$ cat src/rtl/isa_bridge_pkg.sv
package isa_bridge_pkg;

  localparam int OFF_W  = 3;
  localparam int DATA_W = 8;

  typedef enum logic [1:0] {
    CYC_IDLE,
    CYC_SETUP,
    CYC_STROBE,
    CYC_HOLD
  } cyc_state_e;

  // true when both addresses fall in the same aligned 8-register block
  function automatic logic in_window(input logic [31:0] a, input logic [31:0] b);
    return ((a ^ b) >> OFF_W) == 32'd0;
  endfunction

  // strobe length in clocks; a programmed zero is stretched to one
  function automatic int unsigned strobe_len(input logic [31:0] raw);
    return (raw == 32'd0) ? 32'd1 : raw;
  endfunction

endpackage

$ cat src/rtl/isa_win_decode.sv
module isa_win_decode
  import isa_bridge_pkg::*;
#(
  parameter int ADDR_W  = 16,
  parameter int NUM_WIN = 4,
  localparam int IDX_W  = (NUM_WIN > 1) ? $clog2(NUM_WIN) : 1
) (
  input  logic [ADDR_W-1:0]         addr,
  input  logic [NUM_WIN*ADDR_W-1:0] bases,
  output logic                      hit,
  output logic [IDX_W-1:0]          idx,
  output logic [OFF_W-1:0]          off
);

  logic [NUM_WIN-1:0] match;

  generate
    for (genvar gi = 0; gi < NUM_WIN; gi++) begin : g_win
      assign match[gi] = in_window(32'(addr), 32'(bases[gi*ADDR_W +: ADDR_W]));
    end
  endgenerate

  // lowest-numbered matching window takes priority
  always_comb begin
    idx = '0;
    for (int i = NUM_WIN - 1; i >= 0; i--) begin
      if (match[i]) idx = IDX_W'(i);
    end
  end

  assign hit = |match;
  assign off = addr[OFF_W-1:0];

endmodule

$ cat src/rtl/isa_cycle_seq.sv
module isa_cycle_seq
  import isa_bridge_pkg::*;
#(
  parameter int NUM_WIN = 4,
  parameter int STB_W   = 4,
  localparam int IDX_W  = (NUM_WIN > 1) ? $clog2(NUM_WIN) : 1
) (
  input  logic               clk,
  input  logic               rst_n,
  input  logic               start,
  input  logic               miss,
  input  logic               wr,
  input  logic [IDX_W-1:0]   idx,
  input  logic [OFF_W-1:0]   off,
  input  logic [DATA_W-1:0]  wdata,
  input  logic [STB_W-1:0]   strobe_clks,
  input  logic [DATA_W-1:0]  d_i,
  output logic [NUM_WIN-1:0] cs_n,
  output logic [OFF_W-1:0]   a,
  output logic               ior_n,
  output logic               iow_n,
  output logic [DATA_W-1:0]  d_o,
  output logic               d_oe,
  output logic               ack,
  output logic [DATA_W-1:0]  rdata,
  output logic               busy
);

  cyc_state_e       st;
  logic [STB_W-1:0] cnt;
  logic             wr_q;

  assign busy = (st != CYC_IDLE);

  always_ff @(posedge clk or negedge rst_n) begin
    if (!rst_n) begin
      st    <= CYC_IDLE;
      cnt   <= '0;
      wr_q  <= 1'b0;
      cs_n  <= '1;
      a     <= '0;
      ior_n <= 1'b1;
      iow_n <= 1'b1;
      d_o   <= '0;
      d_oe  <= 1'b0;
      ack   <= 1'b0;
      rdata <= '0;
    end else begin
      ack <= 1'b0;
      unique case (st)
        CYC_IDLE: begin
          if (start) begin
            st   <= CYC_SETUP;
            cs_n <= ~(NUM_WIN'(1) << idx);
            a    <= off;
            wr_q <= wr;
            d_o  <= wdata;
            d_oe <= wr;
          end else if (miss) begin
            ack   <= 1'b1;
            rdata <= '1;
          end
        end
        CYC_SETUP: begin
          st  <= CYC_STROBE;
          cnt <= STB_W'(strobe_len(32'(strobe_clks)) - 1);
          if (wr_q) iow_n <= 1'b0;
          else      ior_n <= 1'b0;
        end
        CYC_STROBE: begin
          if (cnt == '0) begin
            st    <= CYC_HOLD;
            ior_n <= 1'b1;
            iow_n <= 1'b1;
            if (!wr_q) rdata <= d_i;
          end else begin
            cnt <= cnt - 1'b1;
          end
        end
        CYC_HOLD: begin
          st   <= CYC_IDLE;
          cs_n <= '1;
          d_oe <= 1'b0;
          ack  <= 1'b1;
        end
        default: st <= CYC_IDLE;
      endcase
    end
  end

endmodule

$ cat src/rtl/isa_irq_merge.sv
module isa_irq_merge #(
  parameter int NUM_UART = 2,
  parameter int NUM_HI   = 4,
  parameter int NUM_LO   = 1
) (
  input  logic                clk,
  input  logic                rst_n,
  input  logic [NUM_UART-1:0] uart_irq,
  input  logic [NUM_HI-1:0]   ext_irq,
  input  logic [NUM_LO-1:0]   ext_irq_n,
  input  logic [NUM_UART:0]   irq_mask,
  output logic                irq_n
);

  logic uart_any;
  logic ext_any;
  logic req_any;

  assign uart_any = |(uart_irq & ~irq_mask[NUM_UART-1:0]);
  assign ext_any  = ((|ext_irq) | ~(&ext_irq_n)) & ~irq_mask[NUM_UART];
  assign req_any  = uart_any | ext_any;

  always_ff @(posedge clk or negedge rst_n) begin
    if (!rst_n) irq_n <= 1'b1;
    else        irq_n <= ~req_any;
  end

endmodule

$ cat src/rtl/isa_window_bridge.sv
module isa_window_bridge
  import isa_bridge_pkg::*;
#(
  parameter int ADDR_W   = 16,
  parameter int NUM_WIN  = 4,
  parameter int STB_W    = 4,
  parameter int NUM_UART = 2,
  parameter int NUM_HI   = 4,
  parameter int NUM_LO   = 1,
  localparam int IDX_W   = (NUM_WIN > 1) ? $clog2(NUM_WIN) : 1
) (
  input  logic                      clk,
  input  logic                      rst_n,
  input  logic                      host_req,
  input  logic                      host_wr,
  input  logic [ADDR_W-1:0]         host_addr,
  input  logic [7:0]                host_wdata,
  output logic                      host_ack,
  output logic [7:0]                host_rdata,
  input  logic [NUM_WIN*ADDR_W-1:0] win_base,
  input  logic [STB_W-1:0]          strobe_clks,
  output logic [NUM_WIN-1:0]        isa_cs_n,
  output logic [2:0]                isa_a,
  output logic                      isa_ior_n,
  output logic                      isa_iow_n,
  output logic [7:0]                isa_d_o,
  output logic                      isa_d_oe,
  input  logic [7:0]                isa_d_i,
  output logic                      isa_rst,
  output logic                      isa_rst_n,
  input  logic [NUM_UART-1:0]       uart_irq,
  input  logic [NUM_HI-1:0]         ext_irq,
  input  logic [NUM_LO-1:0]         ext_irq_n,
  input  logic [NUM_UART:0]         irq_mask,
  output logic                      irq_n
);

  logic             dec_hit;
  logic [IDX_W-1:0] dec_idx;
  logic [OFF_W-1:0] dec_off;
  logic             seq_busy;
  logic             accept;
  logic             cyc_start;
  logic             cyc_miss;
  logic             per_rst_q;

  isa_win_decode #(.ADDR_W(ADDR_W), .NUM_WIN(NUM_WIN)) u_dec (
    .addr  (host_addr),
    .bases (win_base),
    .hit   (dec_hit),
    .idx   (dec_idx),
    .off   (dec_off)
  );

  // a request is taken only when idle and not in the acknowledge clock
  assign accept    = host_req && !host_ack && !seq_busy;
  assign cyc_start = accept && dec_hit;
  assign cyc_miss  = accept && !dec_hit;

  isa_cycle_seq #(.NUM_WIN(NUM_WIN), .STB_W(STB_W)) u_seq (
    .clk         (clk),
    .rst_n       (rst_n),
    .start       (cyc_start),
    .miss        (cyc_miss),
    .wr          (host_wr),
    .idx         (dec_idx),
    .off         (dec_off),
    .wdata       (host_wdata),
    .strobe_clks (strobe_clks),
    .d_i         (isa_d_i),
    .cs_n        (isa_cs_n),
    .a           (isa_a),
    .ior_n       (isa_ior_n),
    .iow_n       (isa_iow_n),
    .d_o         (isa_d_o),
    .d_oe        (isa_d_oe),
    .ack         (host_ack),
    .rdata       (host_rdata),
    .busy        (seq_busy)
  );

  isa_irq_merge #(.NUM_UART(NUM_UART), .NUM_HI(NUM_HI), .NUM_LO(NUM_LO)) u_irq (
    .clk       (clk),
    .rst_n     (rst_n),
    .uart_irq  (uart_irq),
    .ext_irq   (ext_irq),
    .ext_irq_n (ext_irq_n),
    .irq_mask  (irq_mask),
    .irq_n     (irq_n)
  );

  always_ff @(posedge clk or negedge rst_n) begin
    if (!rst_n) per_rst_q <= 1'b1;
    else        per_rst_q <= 1'b0;
  end

  assign isa_rst   = per_rst_q;
  assign isa_rst_n = ~per_rst_q;

endmodule

$ cat config.mk
export PLATFORM = sky130hd
export DESIGN_NAME = isa_window_bridge
export DESIGN_NICKNAME = d
export VERILOG_FILES = /design/src/rtl/isa_bridge_pkg.sv /design/src/rtl/isa_win_decode.sv /design/src/rtl/isa_cycle_seq.sv /design/src/rtl/isa_irq_merge.sv /design/src/rtl/isa_window_bridge.sv
export SDC_FILE = /design/constraint.sdc
export NUM_CORES = 1
export LEC_CHECK = 0
export CAP_MARGIN = 30
export CORE_MARGIN = 2
export CORE_UTILIZATION = 30
export DETAILED_ROUTE_END_ITERATION = 8
export HOLD_SLACK_MARGIN = 0.05
export MAX_ROUTING_LAYER = met4
export PLACE_DENSITY = 0.76
export SYNTH_ARGS = -nofsm -noshare
export SYNTH_HDL_FRONTEND = slang
export SYNTH_HIERARCHICAL = 1
export SYNTH_SLANG_ARGS = --single-unit
$ cat constraint.sdc
create_clock -name clk -period 3.1 [get_ports clk]
set_clock_uncertainty 0.1 [all_clocks]
set_input_delay 0.31 -clock clk [delete_from_list [all_inputs] [get_ports clk]]
set_output_delay 0.31 -clock clk [all_outputs]
set_load 0.005 [all_outputs]
==> flow_summary.toml <==
[logic_synthesis]
syn-instance-count = 221
avgSynthCellArea_um2 = 10.7
synth-edff-count = 0
async_flop_share_pct = 100
synth_top_cell_by_area = "dfrtp_1"
synth_top_cell_area_share_pct = 29.6
syn_nets = 340
synth_cell_types = 44
synthFlopType = "dfrtp_1"
synth-seq-area-share_pct = 38.5
synth.ff_latch_count = 36
synthTopCellsByArea = "dfrtp_1 30%, mux2_2 10%, xnor2_1 10%, xor2_1 9.2%, dfstp_2 8.9%"
ys_warn_count = 6
syn_area_um2 = 2370

[global_routing]
grt_max_degree = 37
grt_pass1_vias = 2332
grt_usage_pct = 15.9
overflow = 0
antenna_found_initial = 0
grt_pass1_wl_mm = 10.9

[routing]
drt_iter0_markers = 57
drc = 0
finalWirelength_mm = 6.45
dr.pass1.iters = 3
routed-via-count = 2166
drtAntennaViolNets = 0
viasPerCell = 4.51
wl_per_cell_um = 13.4

[setup_path]
reg2reg_slack_ps = 760
cp.required_ps = 3160
crit_fanout = 8
cp_top_family = "simple AND/OR/NAND/NOR gates"
slowest_delay_ps = 490
r2r_cells = 7
crit_type = "input pin to register"
cp_cell_sequence = "clkdlybuf4s50_1 -> xor2_1 -> nor4_2 -> nand4_1 -> nor4_2 -> nor2b_1 -> nand2_1 -> and4bb_2 -> nor2b_1 -> o2111a_2 -> mux2_2"
r2r-end = "u_seq/rdata[1]$_DFFE_PN0P_"
cp_num_buf_inv = 1
endpoint_kind = "register"
cp-start-kind = "input pin"
arrival_ps = 2880
crit_slowest_cell = "clkdlybuf4s50_1"
timing.rr.start = "u_seq/st[0]$_DFFE_PN0P_"

[clocking]
h-tree-depth = 2
clk_latency_ps = 280
cts_buffers = 5
cts.clk_slew.worst_paths_ps = 70
clock_tree.root_cell = "clkbuf_8"
cts.sinks = 36
cts_tree = "yes"
clockBufferDepth = 2

[sta]
worst_pin_slew_ps = 812
fin_crit_ps = 2820
setup_viol = 0
fmax_mhz = 354
rsz0062_at_grt = "false"
slew_violations = 0
fin_crit_sh_pct = 91.0
hold_slack_ps = 406
slew_headroom_pct = 45.9
hold_viol = 0
tns_ps = 0

[job]
maxCapViolCount = 0

[hold_path]
min_to = "u_seq/rdata[3]$_DFFE_PN0P_"
min_path_type = "register to register"
hp-start = "u_seq/rdata[3]$_DFFE_PN0P_"
hold_depth = 1

[place]
dp.cells = 471
place_hpwl_mm = 5.38
portBuffers = 131
gp_congestion = 0.874

[layout]
drive_gt1_share_pct = 19.3
final_nets = 496
finish.utilization_pct = 52.5
n_antenna_cell = 0
finalNonFillerCells = 480
syn2layout_area_growth_pct = 70.4

[floorplanning]
die_w_um = 92.9
num_io_pins = 144
core_um2 = 7690
start_util_pct = 30.8
die_h_um = 92.9
row_count = 32
dieArea_um2 = 8620

[run_status]
outcome = "finished clean"

[power]
ir_drop_uv = 204
pwr_density_cell_nw_per_um2 = 483
power_leakage_uw = 0.00164
-- logic make-up after synthesis --
family                     count (synthesis)  share of synthesized area, %
and+or+nand+nor                           55                          15.2
xor gates and xnor gates                  53                          19.6
DFF                                       36                          38.5
AOI/OAI and AO/OA                         28                          8.82
muxes                                     24                          11.3
buffers and inverters                     19                          3.86
adders and majority gates                  5                          2.64
other                                      1                         0.158
-- worst max-delay path by stage --
stage                        from                          to  slack, ps  cells past startpoint
finish              host_addr[10]  u_seq/rdata[1]$_DFFE_PN0P_        280                     11
global route         host_addr[3]   u_seq/cs_n[0]$_DFFE_PN1P_         40                     13
CTS                 host_addr[10]  u_seq/rdata[1]$_DFFE_PN0P_         90                     11
detailed placement  host_addr[10]  u_seq/rdata[1]$_DFFE_PN0P_       -210                     11
global placement    host_addr[10]  u_seq/rdata[1]$_DFFE_PN0P_       -160                     11
floorplan           host_addr[12]  u_seq/rdata[0]$_DFFE_PN0P_        580                     11
-- sequential cells by signal (all words and copies together) (netlist names) --
signal,count
u_seq/rdata,8
u_seq/cs_n,4
isa_rst,1
u_seq/st,2
u_irq/irq_n,1
u_seq/d_oe,1
u_seq/a,3
u_seq/ior_n,1
u_seq/d_o,8
u_seq/ack,1
u_seq/cnt,4
u_seq/wr_q,1
u_seq/iow_n,1
-- timing repair --
action / CTS / global route
buffers inserted: 0 / 0
setup endpoints to repair: 0 / 10
endpoints found under the hold margin: 19 / 0
resized for setup: 0 / 2
hold buffers: 1 / 0
-- synthesized netlist by cell type (5+ instances only) --
cell,n
mux2_2,22
nor2_1,12
xor2_1,25
ha_1,5
dfrtp_1,28
dfstp_2,8
inv_1,12
nand4_1,7
nand2_1,5
nor4_1,6
xnor2_1,28
nand2b_1,10
a21oi_1,10
-- where the power goes --
part / internal, uW / leakage, uW / switching (uW)
clock: 158 / 0.0000422 / 155
combinational: 540 / 0.00116 / 401
sequential: 593 / 0.000428 / 100
-- area by class of cell --
cell class	instances	area, um2
clock inverters	1	5.00
inverters	12	45.0
fillers	714	3650
flip-flops and latches	36	911
repair buffers	156	1500
multi-input cells	166	1370
well taps	102	128
clock buffers	7	76.3
-- metrics by stage --
step / power, uW / worst slack (ps) / cell area (um2)
2_1_floorplan: 1250 / 580 / 2370
6_report: 1950 / 279 / 4040
3_5_place_dp: 1640 / -208 / 3940
3_3_place_gp: 1610 / -157 / 3940
5_1_grt: 2100 / 44.5 / 4040
4_1_cts: 1970 / 93.3 / 4030
-- placed cells by master, fill, tap and decap left out, types with 3 or more instances in the layout --
master	netlist	final
ha_1	5	5
dfrtp_1	28	28
a21oi_1	10	10
nor3_1	3	3
nand2b_1	10	10
dfstp_2	8	8
nor4_1	6	5
clkdlybuf4s50_1	0	130
inv_1	12	12
clkbuf_8	0	5
buf_4	3	24
mux2_2	22	22
xor2_1	25	25
xnor2_1	28	28
nor2_1	12	12
o21ai_0	3	3
nand4_1	7	7
nand2_1	5	5
a31oi_1	3	3
-- per-layer routing --
metal	vias up	wire length, um	GRT usage [%]
li1	1079	-	-
met1	1022	2720	19.7
met2	57	3300	26.6
met3	8	313	3.66
met4	0	108	3.68
met5	-	0	-
Power figures use the tool's default switching activity.
